[src/rtl/irq_edge_pkg.sv]
package irq_edge_pkg;

    typedef enum logic {
        ARM_WAIT_HIGH = 1'b0,
        ARM_READY     = 1'b1
    } arm_state_e;

    typedef struct packed {
        logic level;   // synchronised pin value, 0 = asserted
        logic fire;    // one-cycle qualified falling edge
    } qual_out_t;

    function automatic int cnt_width(input int max_count);
        return (max_count < 2) ? 1 : $clog2(max_count + 1);
    endfunction

endpackage

[src/rtl/irq_pin_sync.sv]
module irq_pin_sync #(
    parameter int STAGES = 2
) (
    input  logic clk,
    input  logic rst,
    input  logic pin_async,
    output logic pin_sync
);
    logic [STAGES-1:0] chain;

    generate
        if (STAGES == 1) begin : g_single
            always_ff @(posedge clk) begin
                if (rst) chain <= '0;
                else     chain <= pin_async;
            end
        end else begin : g_multi
            always_ff @(posedge clk) begin
                if (rst) chain <= '0;
                else     chain <= {chain[STAGES-2:0], pin_async};
            end
        end
    endgenerate

    assign pin_sync = chain[STAGES-1];
endmodule

[src/rtl/irq_low_qualifier.sv]
module irq_low_qualifier
    import irq_edge_pkg::*;
#(
    parameter int MIN_LOW = 2
) (
    input  logic      clk,
    input  logic      rst,
    input  logic      level,
    output qual_out_t q
);
    localparam int CNT_W = cnt_width(MIN_LOW);
    localparam logic [CNT_W-1:0] LAST = CNT_W'(MIN_LOW - 1);

    arm_state_e       arm_q;
    logic [CNT_W-1:0] run_q;
    logic             fire;

    always_comb begin
        fire = (arm_q == ARM_READY) && !level && (run_q == LAST);
    end

    always_ff @(posedge clk) begin
        if (rst) begin
            arm_q <= ARM_WAIT_HIGH;
            run_q <= '0;
        end else if (level) begin
            arm_q <= ARM_READY;
            run_q <= '0;
        end else if (fire) begin
            arm_q <= ARM_WAIT_HIGH;
            run_q <= '0;
        end else if (arm_q == ARM_READY) begin
            run_q <= run_q + 1'b1;
        end
    end

    assign q.level = level;
    assign q.fire  = fire;
endmodule

[src/rtl/irq_pending_flag.sv]
module irq_pending_flag (
    input  logic clk,
    input  logic rst,
    input  logic set_evt,
    input  logic clr_evt,
    output logic pending
);
    always_ff @(posedge clk) begin
        if (rst)          pending <= 1'b0;
        else if (set_evt) pending <= 1'b1;   // set wins over clear
        else if (clr_evt) pending <= 1'b0;
    end
endmodule

[src/rtl/irq_edge_latch.sv]
module irq_edge_latch
    import irq_edge_pkg::*;
#(
    parameter int SYNC_STAGES = 2,
    parameter int MIN_LOW     = 2
) (
    input  logic clk,
    input  logic rst,
    input  logic irq_pin_n,
    input  logic svc_start,
    output logic irq_pending
);
    logic      sync_level;
    qual_out_t qual;
    logic      qual_fire;

    irq_pin_sync #(.STAGES(SYNC_STAGES)) u_sync (
        .clk       (clk),
        .rst       (rst),
        .pin_async (irq_pin_n),
        .pin_sync  (sync_level)
    );

    irq_low_qualifier #(.MIN_LOW(MIN_LOW)) u_qual (
        .clk   (clk),
        .rst   (rst),
        .level (sync_level),
        .q     (qual)
    );

    assign qual_fire = qual.fire;

    irq_pending_flag u_flag (
        .clk     (clk),
        .rst     (rst),
        .set_evt (qual_fire),
        .clr_evt (svc_start),
        .pending (irq_pending)
    );
endmodule

[config.mk]
export PLATFORM = sky130hd
export DESIGN_NAME = irq_edge_latch
export DESIGN_NICKNAME = d
export VERILOG_FILES = /design/src/rtl/irq_edge_pkg.sv /design/src/rtl/irq_pin_sync.sv /design/src/rtl/irq_low_qualifier.sv /design/src/rtl/irq_pending_flag.sv /design/src/rtl/irq_edge_latch.sv
export SDC_FILE = /design/constraint.sdc
export NUM_CORES = 1
export LEC_CHECK = 0
export CAP_MARGIN = 20
export CORE_AREA = 2 2 39 41
export DETAILED_ROUTE_END_ITERATION = 8
export DIE_AREA = 0 0 41 43
export SYNTH_ARGS = -nofsm -noshare
export SYNTH_HDL_FRONTEND = slang
export SYNTH_HIERARCHICAL = 1
export SYNTH_SLANG_ARGS = --single-unit
[constraint.sdc]
create_clock -name clk -period 1.87 [get_ports clk]
set_input_delay 0.2805 -clock clk [delete_from_list [all_inputs] [get_ports clk]]
set_output_delay 0.2805 -clock clk [all_outputs]
set_load 0.01 [all_outputs]
---- Yosys cells after proc, flatten, opt, wreduce, memory -nomap -nowiden ----
Cells that the tools add are included.
storage, ports and cells
  bits in registers ....................... 6
  output and inout bits ................... 1
  input bits .............................. 4
  logic and storage cells ................. 16
operators by class
  add/subtract/negate cells ............... 1
  reduce and logical (&&, ||, !) cells .... 6
  equal/unequal tests ..................... 1
  multiplexer cells ....................... 4
operator list
  operator                                                          count
  1-bit two-way mux                                                 4
  2-bit nonzero test                                                2
  3-bit OR reduction                                                1
  2-bit by 1-bit adder with 2-bit output (second input constant)    1
  2-bit by 1-bit == test with 1-bit output (second input constant)  1
  1-bit logical AND                                                 2
  1-bit logical NOT                                                 1

---- Logic depth before layout (Yosys ltp) ----
Gate-level depths: netlist (run 1).
  word-level depth ........................ 5
  depth in mapped cells ................... 6
  depth with buffers taken out ............ 5

---- Cells and area by module ----
Netlist (run 1), hierarchy kept.
modules (own cells, without submodules)
  module             cells an instance  instances  sequential area each (sq um)  area each (sq um)
  irq_low_qualifier  17                 1          60.1                          158.9
  irq_pin_sync       4                  1          40.0                          52.6
  irq_pending_flag   4                  1          20.0                          38.8

---- Worst setup path after synthesis (run 1) ----
No wires, ideal clock.
  kind .................................... register to register
  start ................................... register u_qual.run_q[1]
  end ..................................... register u_qual.run_q[1]
  slack ................................... 0.636 ns
  library setup time ...................... 0.086 ns
  stages on the path, launching flop included .. 5
  buffers on the path ..................... 0
  arrival ................................. 1.149 ns
  clock period less this slack ............ 1.234 ns
  required time ........................... 1.784 ns
  cell sequence ........................... dfxtp_1 > inv_1 > ha_1 > or3b_1 > a211oi_1
on the way
  longest elaborated chain between the ends .. 3
  elaborated cells between the ends (all ways) .. 4
  classes of those cells .................. add/sub (1); eq/ne (1); reduce/logical (2)
ends and longest elaborated chain
  what                                      RTL line                 RTL
  from (decl)                               irq_low_qualifier.sv:15  logic [CNT_W-1:0] run_q;
  from (signal assigned)                    irq_low_qualifier.sv:33  run_q <= run_q + 1'b1;
  2-bit by 1-bit == test with 1-bit output  irq_low_qualifier.sv:19  fire = (arm_q == ARM_READY) && !level && (run_q == LAST);
  1-bit logical AND                         irq_low_qualifier.sv:19
  3-bit OR reduction (no line)              -
Parallel ways exist; a longest one is shown, timed or not.
A chain may end at the register's enable or synchronous reset.

---- Final worst setup path (run 1) ----
  start ................................... register u_flag.pending
  end ..................................... output irq_pending
RTL lines
  what                    RTL line                RTL
  from (decl)             irq_pending_flag.sv:6   output logic pending
  from (signal assigned)  irq_pending_flag.sv:9   if (rst) pending <= 1'b0;
  from (signal assigned)  irq_pending_flag.sv:10  else if (set_evt) pending <= 1'b1;
  from (signal assigned)  irq_pending_flag.sv:11  else if (clr_evt) pending <= 1'b0;
  to (decl)               irq_edge_latch.sv:11    output logic irq_pending
No word-level cell between the ends.

==> summary.md, run 1 <==
| Metric | Value |
|---|---|
| Die W | `slightly above 40 um` |
| CP required | `1.59 ns` |
| I/O pins | `5` |
| Nets | `37` |
| I/O Buffers | `4` |
| Core Rows | `14` |
| Core area | `1380 um^2` |
| Design Power | `268 uW` |
| Die Area | `about 1800 um^2` |
| Clk root buf | `clkbuf_4` |
| Worst-margin pin slew | `0.230 ns` |
| Hold/Removal Path Class | `flop to flop` |
| Power density over the cells | `roughly 840 nW/um^2` |
| Cts hold-fix bufs | `0` |
| Seq pwr share | `just over 50%` |
| Layout cell share with drive strength beyond 1 | `a little over an eighth` |
| Crit-path cells | `clkdlybuf4s50_1` |
| Clk sink count | `6` |
| Fmax | `about 0.73 GHz` |
| Sw frac | `between 10% and 20%` |
| Mean Syn Cell Area | `around 10 um^2` |
| Crit. End Element | `output pin` |
| Max-Cap Viols | `0` |
| CP max FO | `2` |
| Final setup margin | `between 0.5 and 0.6 ns` |
| Slowest CP cell | `clkdlybuf4s50_1` |
| TritonCTS Buffers | `3` |
| First-pass GRT wire length | `roughly 600 um` |
| Worst setup path class | `flop to output pin` |
| Buf+Inv Stages, Crit Path | `1` |
| Skew final | `approximately 0.0016 ns` |
| Cell count after synthesis | `24` |
| Initial drt markers | `0` |
| DP Wirelength | `around 250 um` |
| Clock network power share | `42.5%` |
| Post-route cell area | `roughly 320 um^2` |
| Placement Cell Area | `295 um^2` |
| # H-tree levels | `1` |
| Synth Net Count | `29` |
| Initial core utilization | `17.5%` |
| Largest net degree at the start of global routing | `7` |
| DR pass1 iterations | `1` |
| GRT overflow | `0` |
| Post-DR vias/cell | `around 3.7` |
| CP Launch Type | `flop` |
| Critical path arrival | `around 1.1 ns` |
| Count of final setup violators | `0` |
| CTS max path bufs | `2` |
| Total negative setup slack | `0 ns` |
| Placer Congestion | `0.735` |
| Clock latency on the worst-skew pair | `~0.24 ns` |
| Psw | `between 50 and 60 uW` |
| Crit path max-delay family | `buffers and inverters` |
| Minimum clock period | `1.37 ns` |
| Chip height | `43 um` |
| Fillers | `between 150 and 200` |
| CTS tree | `done` |
| Status | `finished, final reports clean` |
| Slew margin rel. | `~85%` |
| Reg clk slew, reported paths | `0.04 ns` |
| Wire length per cell | `a little over 7 um` |
| CP max stage delay | `approximately 0.53 ns` |
| Final hold violation count | `0` |
| Post-route ant nets | `0` |
| Fin. max-slew vios | `0` |
| Initial antenna violation count | `0` |
| Area delta synth->final | `30.9%` |
| Pre-CTS WS | `0.565 ns` |
| Detailed Route WL | `around 330 um` |
| Leak | `0.000110 uW` |
| Fin crit share | `between 70% and 80%` |
| Yosys warns | `6` |
| GRT Total Usage | `5.73%` |
| Post-CTS Setup Bufs | `0` |
| Pint | `217 uW` |
| Diode count | `0` |
| Vias | `172` |
| Peak VDD IR | `0.366 mV` |
| Vias in the first global route | `164` |
| Post-cts resize count | `0` |
| RSZ-0062 raised after global routing | `no` |
| Cell Area, Synth | `~240 um^2` |
| Part of the power in combinational logic | `under 10%` |
| Residual DRC count | `0` |
-- power by group through the flow --
stage | clock network [uW] | logic [uW] | registers (uW)
2_1_floorplan | 0 | 8.98 | 138
3_3_place_gp | 0 | 17.5 | 138
3_5_place_dp | 0 | 18.0 | 139
4_1_cts | 122 | 18.1 | 136
5_1_grt | 129 | 20.1 | 137
6_report | 114 | 17.6 | 136
-- layout make-up --
cell class	count	area [um^2]	share of cell area, %
Clock buffer	3	22.5	7.09
Inverter	3	11.3	3.54
Multi-Input combinational cell	14	104	32.7
Sequential cell	6	120	37.8
Tap cell	16	20.0	6.30
Timing Repair Buffer	4	40.0	12.6
-- layout by cell type (no fill, tap or decap), drive strengths merged --
cell type / instances
dfxtp: 6
clkdlybuf4s50: 4
clkbuf: 3
inv: 3
nand2b: 3
or3b: 2
a211oi: 2
nor2b: 2
a21oi: 2
and3: 1
or2b: 1
ha: 1
-- flip-flops by register name, summed over array words and instances (netlist names) --
register / cells
u_qual/run_q: 2
u_sync/chain: 2
u_qual/arm_q: 1
u_flag/pending: 1
-- worst register-to-register path, cell delays in order (launching register included) --
cell	delay (ns)
dfxtp_1	0.32
inv_1	0.04
ha_1	0.25
or3b_1	0.37
a211oi_1	0.23
-- path summary, 6_finish.rpt --
check                           slack [ns]              end       startpoint  cells after the start
worst max register to register        0.57  u_qual/run_q[1]  u_qual/run_q[1]                      4
worst min-delay path                  0.43  u_sync/chain[1]  u_sync/chain[0]                      1
worst max-delay path                  0.50      irq_pending   u_flag/pending                      1
worst min register to register        0.43  u_sync/chain[1]  u_sync/chain[0]                      1
-- per-stage QoR --
step                      hold slack, ns  instances  util, %
final                              0.430         46     23.0
after CTS                          0.437         46     23.0
after detailed placement           0.427         43     21.3
after global placement             0.417         43     21.3
after global routing               0.450         46     23.0
after floorplan                    0.343         24        -
-- per-layer routing --
metal | vias to the layer above | part of all wire [%] | global-route usage (%)
li1 | 90 | - | -
met1 | 74 | 45 | 6.13
met2 | 8 | 41 | 6.25
met3 | 0 | 14 | 7.85
met4 | 0 | 0 | 2.00
met5 | - | 0 | 0
No activity file was read; power rests on OpenSTA's default activity.
==> run 2: changes to the inputs <==
- clock period: 1.87 -> 1.2 ns (I/O delays scaled with it)
==> run 2 against run 1 <==
Compared with the run above:
- flip-flop and latch count unchanged
- combinational power increased by 110%
- count of clock-buffer cells in the layout unchanged
- critical path type is now flop to flop
==> summary.md, run 2 (synthesized netlist as in run 1, its figures left out) <==
| Metric | Value |
|---|---|
| I/O Buffers | `4` |
| Diode count | `0` |
| Nets | `39` |
| Vias | `around 190` |
| Biggest regs | `u_qual/run_q x2, u_sync/chain x2` |
| CP Launch Type | `flop` |
| TritonCTS Buffers | `3` |
| Worst-margin pin slew | `roughly 0.29 ns` |
| Worst hold slack | `0.442 ns` |
| CP required | `1.36 ns` |
| Die W | `approximately 41 um` |
| Clock latency on the worst-skew pair | `0.24 ns` |
| Power density over the cells | `1200 nW/um^2` |
| Reg2reg end | `u_qual/run_q[1]` |
| Fin crit share | `around 98%` |
| CTS tree | `done` |
| WHS Endpoint | `u_sync/chain[1]` |
| Commonest non-fill, non-tap cells in the layout | `dfxtp_1, clkbuf_4, clkdlybuf4s50_1, nand2b_1` |
| GRT Total Usage | `under 10%` |
| Core Rows | `14` |
| Peak VDD IR | `between 0.6 and 0.7 mV` |
| Final design utilization | `between 20% and 30%` |
| Clk root buf | `clkbuf_4` |
| Chip height | `43 um` |
| Clk sink count | `6` |
| Fillers | `~150` |
| Reg-to-Reg Start | `u_qual/run_q[1]` |
| Slew margin rel. | `roughly 80%` |
| RSZ-0062 raised after global routing | `yes` |
| Layout cell share with drive strength beyond 1 | `40.6%` |
| Skew final | `~0.0031 ns` |
| Area delta synth->final | `47.9%` |
| Wire length per cell | `roughly 9 um` |
| Post-route ant nets | `0` |
| Fmax | `0.850 GHz` |
| Residual DRC count | `0` |
| Die Area | `between 1500 and 2000 um^2` |
| Pint | `345 uW` |
| First-pass GRT wire length | `655 um` |
| Initial antenna violation count | `0` |
| Seq pwr share | `roughly 50%` |
| Hold/Removal Path Class | `flop to flop` |
| # H-tree levels | `1` |
| Core area | `around 1400 um^2` |
| Initial drt markers | `3` |
| Placer Congestion | `between 0.6 and 0.7` |
| Status | `finished, final reports clean` |
| CP max FO | `2` |
| Initial core utilization | `approximately 18%` |
| I/O pins | `5` |
| HP Start | `u_sync/chain[0]` |
| Largest net degree at the start of global routing | `7` |
| Minimum clock period | `~1.2 ns` |
| Slack of the worst reg-to-reg path | `about 0.024 ns` |
| Worst setup path class | `flop to flop` |
| Reg clk slew, reported paths | `approximately 0.04 ns` |
| Psw | `87.4 uW` |
| Commonest non-fill, non-tap cell in the layout | `dfxtp_1` |
| Detailed Route WL | `424 um` |
| GRT overflow | `0` |
| FF-to-FF path depth | `4` |
| Post-DR vias/cell | `about 3.9` |
| Count of final setup violators | `0` |
| Hold path cells | `1` |
| Max-Cap Viols | `0` |
| Clock network power share | `around two fifths` |
| Vias in the first global route | `between 150 and 200` |
| Sw frac | `20.2%` |
| CTS max path bufs | `2` |
| Leak | `0.000132 uW` |
| Final hold violation count | `0` |
| Critical path arrival | `between 1 and 1.5 ns` |
| Fin. max-slew vios | `0` |
| Part of the power in combinational logic | `under 10%` |
| DR pass1 iterations | `2` |
| Crit. End Element | `flop` |
run 2: cell type report:
type                       count  area [um^2]  share of cell area [%]
multi-input combinational     14          129                    35.9
sequential                     6          123                    34.1
timing repair buffer           6         53.8                    15.0
clock buffer                   3         22.5                    6.27
tap                           16         20.0                    5.57
inverter                       3         11.3                    3.14
run 2: worst max-delay path, stage by stage, from the launching register on:
cell,delay (ns)
dfxtp_2,0.32
inv_2,0.04
ha_4,0.19
or3b_4,0.36
a211oi_2,0.17
run 2: how the worst max path moves through the flow:
| stage | startpoint | endpoint | slack, ns |
|---|---|---|---|
| after floorplan | u_qual/run_q[1] | u_qual/run_q[1] | 0.02 |
| after global placement | u_qual/run_q[1] | u_qual/run_q[0] | -0.02 |
| after detailed placement | u_qual/run_q[1] | u_qual/run_q[1] | -0.04 |
| after CTS | u_qual/run_q[1] | u_qual/run_q[1] | -0.03 |
| after global routing | u_qual/run_q[1] | u_qual/run_q[0] | -0.02 |
| final | u_qual/run_q[1] | u_qual/run_q[1] | 0.02 |
run 2: what timing repair did:
| action | in CTS | in global routing |
|---|---|---|
| setup buffers | 0 | 1 |
| resized for setup | 6 | 2 |
| hold buffers | 0 | 0 |
| hold endpoints to repair | 0 | 0 |
| pin swaps | 2 | 3 |
| setup endpoints to repair | 3 | 2 |
run 2: layer usage:
layer / track usage (%) / share of wire [%]
met1: 7.77 / 45
met2: 5.63 / 42
met3: 9.42 / 13
met4: 4.00 / 0
met5: 0 / 0
run 2: power groups by stage:
stage	sequential (uW)	clock [uW]	combinational (uW)
finish	215	181	36.3
global route	216	205	40.5
CTS	214	190	33.2
detailed placement	216	0	30.8
global placement	216	0	30.5
floorplan	215	0	14.0
run 2: per-stage QoR:
| stage | area (um^2) | power [uW] | instances | setup TNS [ns] | setup slack (ns) |
|---|---|---|---|---|---|
| 2_1_floorplan | 243 | 229 | 24 | 0 | 0.0163 |
| 3_3_place_gp | 303 | 246 | 44 | -0.0333 | -0.0215 |
| 3_5_place_dp | 303 | 247 | 44 | -0.0509 | -0.0428 |
| 4_1_cts | 344 | 438 | 47 | -0.0314 | -0.0314 |
| 5_1_grt | 359 | 461 | 48 | -0.0346 | -0.0221 |
| 6_report | 359 | 432 | 48 | 0 | 0.0235 |
==> run 3: changes to the inputs <==
- CAP_MARGIN: 20 -> 10
- SETUP_SLACK_MARGIN: default -> 0.15
==> run 3 against run 2 <==
Compared with the run above:
- non-clock buffer count is 1 lower
- the flow now finishes with violations (setup timing)
- maximum frequency is 2.5% lower
- combinational power is 4% lower
- via count is 0.54% higher
==> summary.md, run 3 (synthesized netlist as in run 1, its figures left out) <==
| Metric | Value |
|---|---|
| CTS max path bufs | `2` |
| Wire length per cell | `8.87 um` |
| Area delta synth->final | `43.3%` |
| CP startpoint | `u_qual/run_q[1]` |
| Nets | `38` |
| Violated checks | `setup timing` |
| First-pass GRT wire length | `641 um` |
| Initial antenna violation count | `0` |
| DR pass1 iterations | `2` |
| Final hold violation count | `0` |
| Peak VDD IR | `roughly 0.48 mV` |
| Max-Cap Viols | `0` |
| Commonest non-fill, non-tap cells in the layout | `dfxtp_1, clkbuf_4, clkdlybuf4s50_1, nand2b_1` |
| Hold/Removal Path Class | `flop to flop` |
| Detailed Route WL | `between 400 and 500 um` |
| Post-DR vias/cell | `just under 4` |
| Buf+Inv Stages, Crit Path | `1` |
| Vias in the first global route | `167` |
| CP Launch Type | `flop` |
| Critical path arrival | `1.36 ns` |
| Reg-to-Reg Start | `u_qual/run_q[1]` |
| Fillers | `152` |
| Slowest CP cell | `or3b_4` |
| Placer Congestion | `between 0.7 and 0.8` |
| Initial drt markers | `2` |
| RSZ-0062 raised after global routing | `yes` |
| Biggest regs | `u_qual/run_q x2, u_sync/chain x2` |
| Die Area | `1760 um^2` |
| Die W | `~41 um` |
| Reg2reg end | `u_qual/run_q[1]` |
| Clock latency on the worst-skew pair | `around 0.24 ns` |
| Fin crit share | `101%` |
| Commonest non-fill, non-tap cell in the layout | `dfxtp_1` |
| Initial core utilization | `17.5%` |
| Slack of the worst reg-to-reg path | `-0.007 ns` |
| # H-tree levels | `1` |
| Diode count | `0` |
| CP max stage delay | `about 0.37 ns` |
| Fin. max-slew vios | `0` |
| Clk sink count | `6` |
| I/O pins | `5` |
| Crit path to | `u_qual/run_q[1]` |
| Status | `finished with violations` |
| Minimum clock period | `1.21 ns` |
| Crit path max-delay family | `simple AND/OR/NAND/NOR gates` |
| Skew final | `roughly 0.0035 ns` |
| Final design utilization | `25.1%` |
| Residual DRC count | `0` |
| Core Rows | `14` |
| Worst setup path class | `flop to flop` |
| Post-route ant nets | `0` |
| CP required | `between 1 and 1.5 ns` |
| Vias | `between 150 and 200` |
| Slew margin rel. | `just over 80%` |
| Core area | `between 1000 and 1500 um^2` |
| Fmax | `between 0.8 and 0.9 GHz` |
| Crit. End Element | `flop` |
| Power density over the cells | `roughly 1200 nW/um^2` |
| I/O Buffers | `4` |
| Reg clk slew, reported paths | `0.05 ns` |
| CP max FO | `2` |
| Count of final setup violators | `1` |
| Layout cell share with drive strength beyond 1 | `a little over a third` |
| Stages on the worst setup path | `4` |
| GRT overflow | `0` |
| Largest net degree at the start of global routing | `7` |
| TritonCTS Buffers | `3` |
| Clk root buf | `clkbuf_4` |
| Leak | `around 0.00012 uW` |
| GRT Total Usage | `around 6.4%` |
| Final setup margin | `-0.00719 ns` |
| Worst-margin pin slew | `0.262 ns` |
| FF-to-FF path depth | `4` |
| CTS tree | `done` |
| Post-CTS Setup Bufs | `0` |
| Chip height | `about 43 um` |
| Crit-path cells | `inv_2 -> ha_4 -> or3b_4 -> a211oi_2` |
| Pre-CTS WS | `-0.0335 ns` |
==> run 3: cell types whose count changed in the layout (fill, tap and decap cells not counted) <==
cell / previous run / this run
buf_4: 2 / 1
clkdlybuf4s15_1: 0 / 1
a211oi_2: 2 / 1
a211oi_1: 0 / 1
dlygate4sd2_1: 1 / 0
==> run 3: worst min-delay path by stage <==
stage	start	to	slack [ns]	cells after the start
floorplan	rst	u_flag/pending	0.24	1
global placement	u_sync/chain[0]	u_sync/chain[1]	0.42	1
detailed placement	u_sync/chain[0]	u_sync/chain[1]	0.42	1
CTS	u_sync/chain[0]	u_sync/chain[1]	0.43	1
global route	u_sync/chain[0]	u_sync/chain[1]	0.46	1
finish	u_sync/chain[0]	u_sync/chain[1]	0.43	1
==> run 3: power breakdown <==
group          internal (uW)  switching [uW]  leakage [uW]
Combinational           23.2            11.8     0.0000577
Sequential               208            5.49     0.0000500
Clock                    113            71.4     0.0000138
==> run 3: stage by stage <==
stage / TNS (ns) / cell area, um^2 / cells / hold slack [ns] / power [uW]
CTS: 0 / 344 / 47 / 0.433 / 441
global placement: 0 / 317 / 44 / 0.417 / 250
finish: -0.00719 / 348 / 47 / 0.431 / 433
floorplan: 0 / 256 / 24 / 0.242 / 231
global route: -0.0909 / 348 / 47 / 0.456 / 465
detailed placement: -0.0335 / 317 / 44 / 0.422 / 249
==> run 3: layer usage <==
layer / up-vias / GRT usage [%] / part of all wire [%]
met5: - / 0 / 0
met3: 0 / 9.42 / 8.4
li1: 93 / - / -
met1: 87 / 6.49 / 47
met2: 7 / 7.19 / 45
met4: 0 / 2.00 / 0
==> run 3: layout make-up <==
class / instances / area (um^2) / area share (%)
multi-input cells: 14 / 124 / 35.6
flip-flops and latches: 6 / 123 / 35.3
repair buffers: 5 / 47.5 / 13.7
clock buffers: 3 / 22.5 / 6.47
well taps: 16 / 20.0 / 5.76
inverters: 3 / 11.3 / 3.24
==> run 3: repair_timing <==
| item | in CTS | in global routing |
|---|---|---|
| gates resized for setup | 3 | 2 |
| hold buffers | 0 | 0 |
| endpoints found under the hold margin | 0 | 0 |
| endpoints found under the setup margin | 3 | 3 |
==> run 3: worst register-to-register path, cell delays in order, from the launching register on <==
cell,delay (ns)
dfxtp_2,0.32
inv_2,0.04
ha_4,0.19
or3b_4,0.37
a211oi_2,0.19
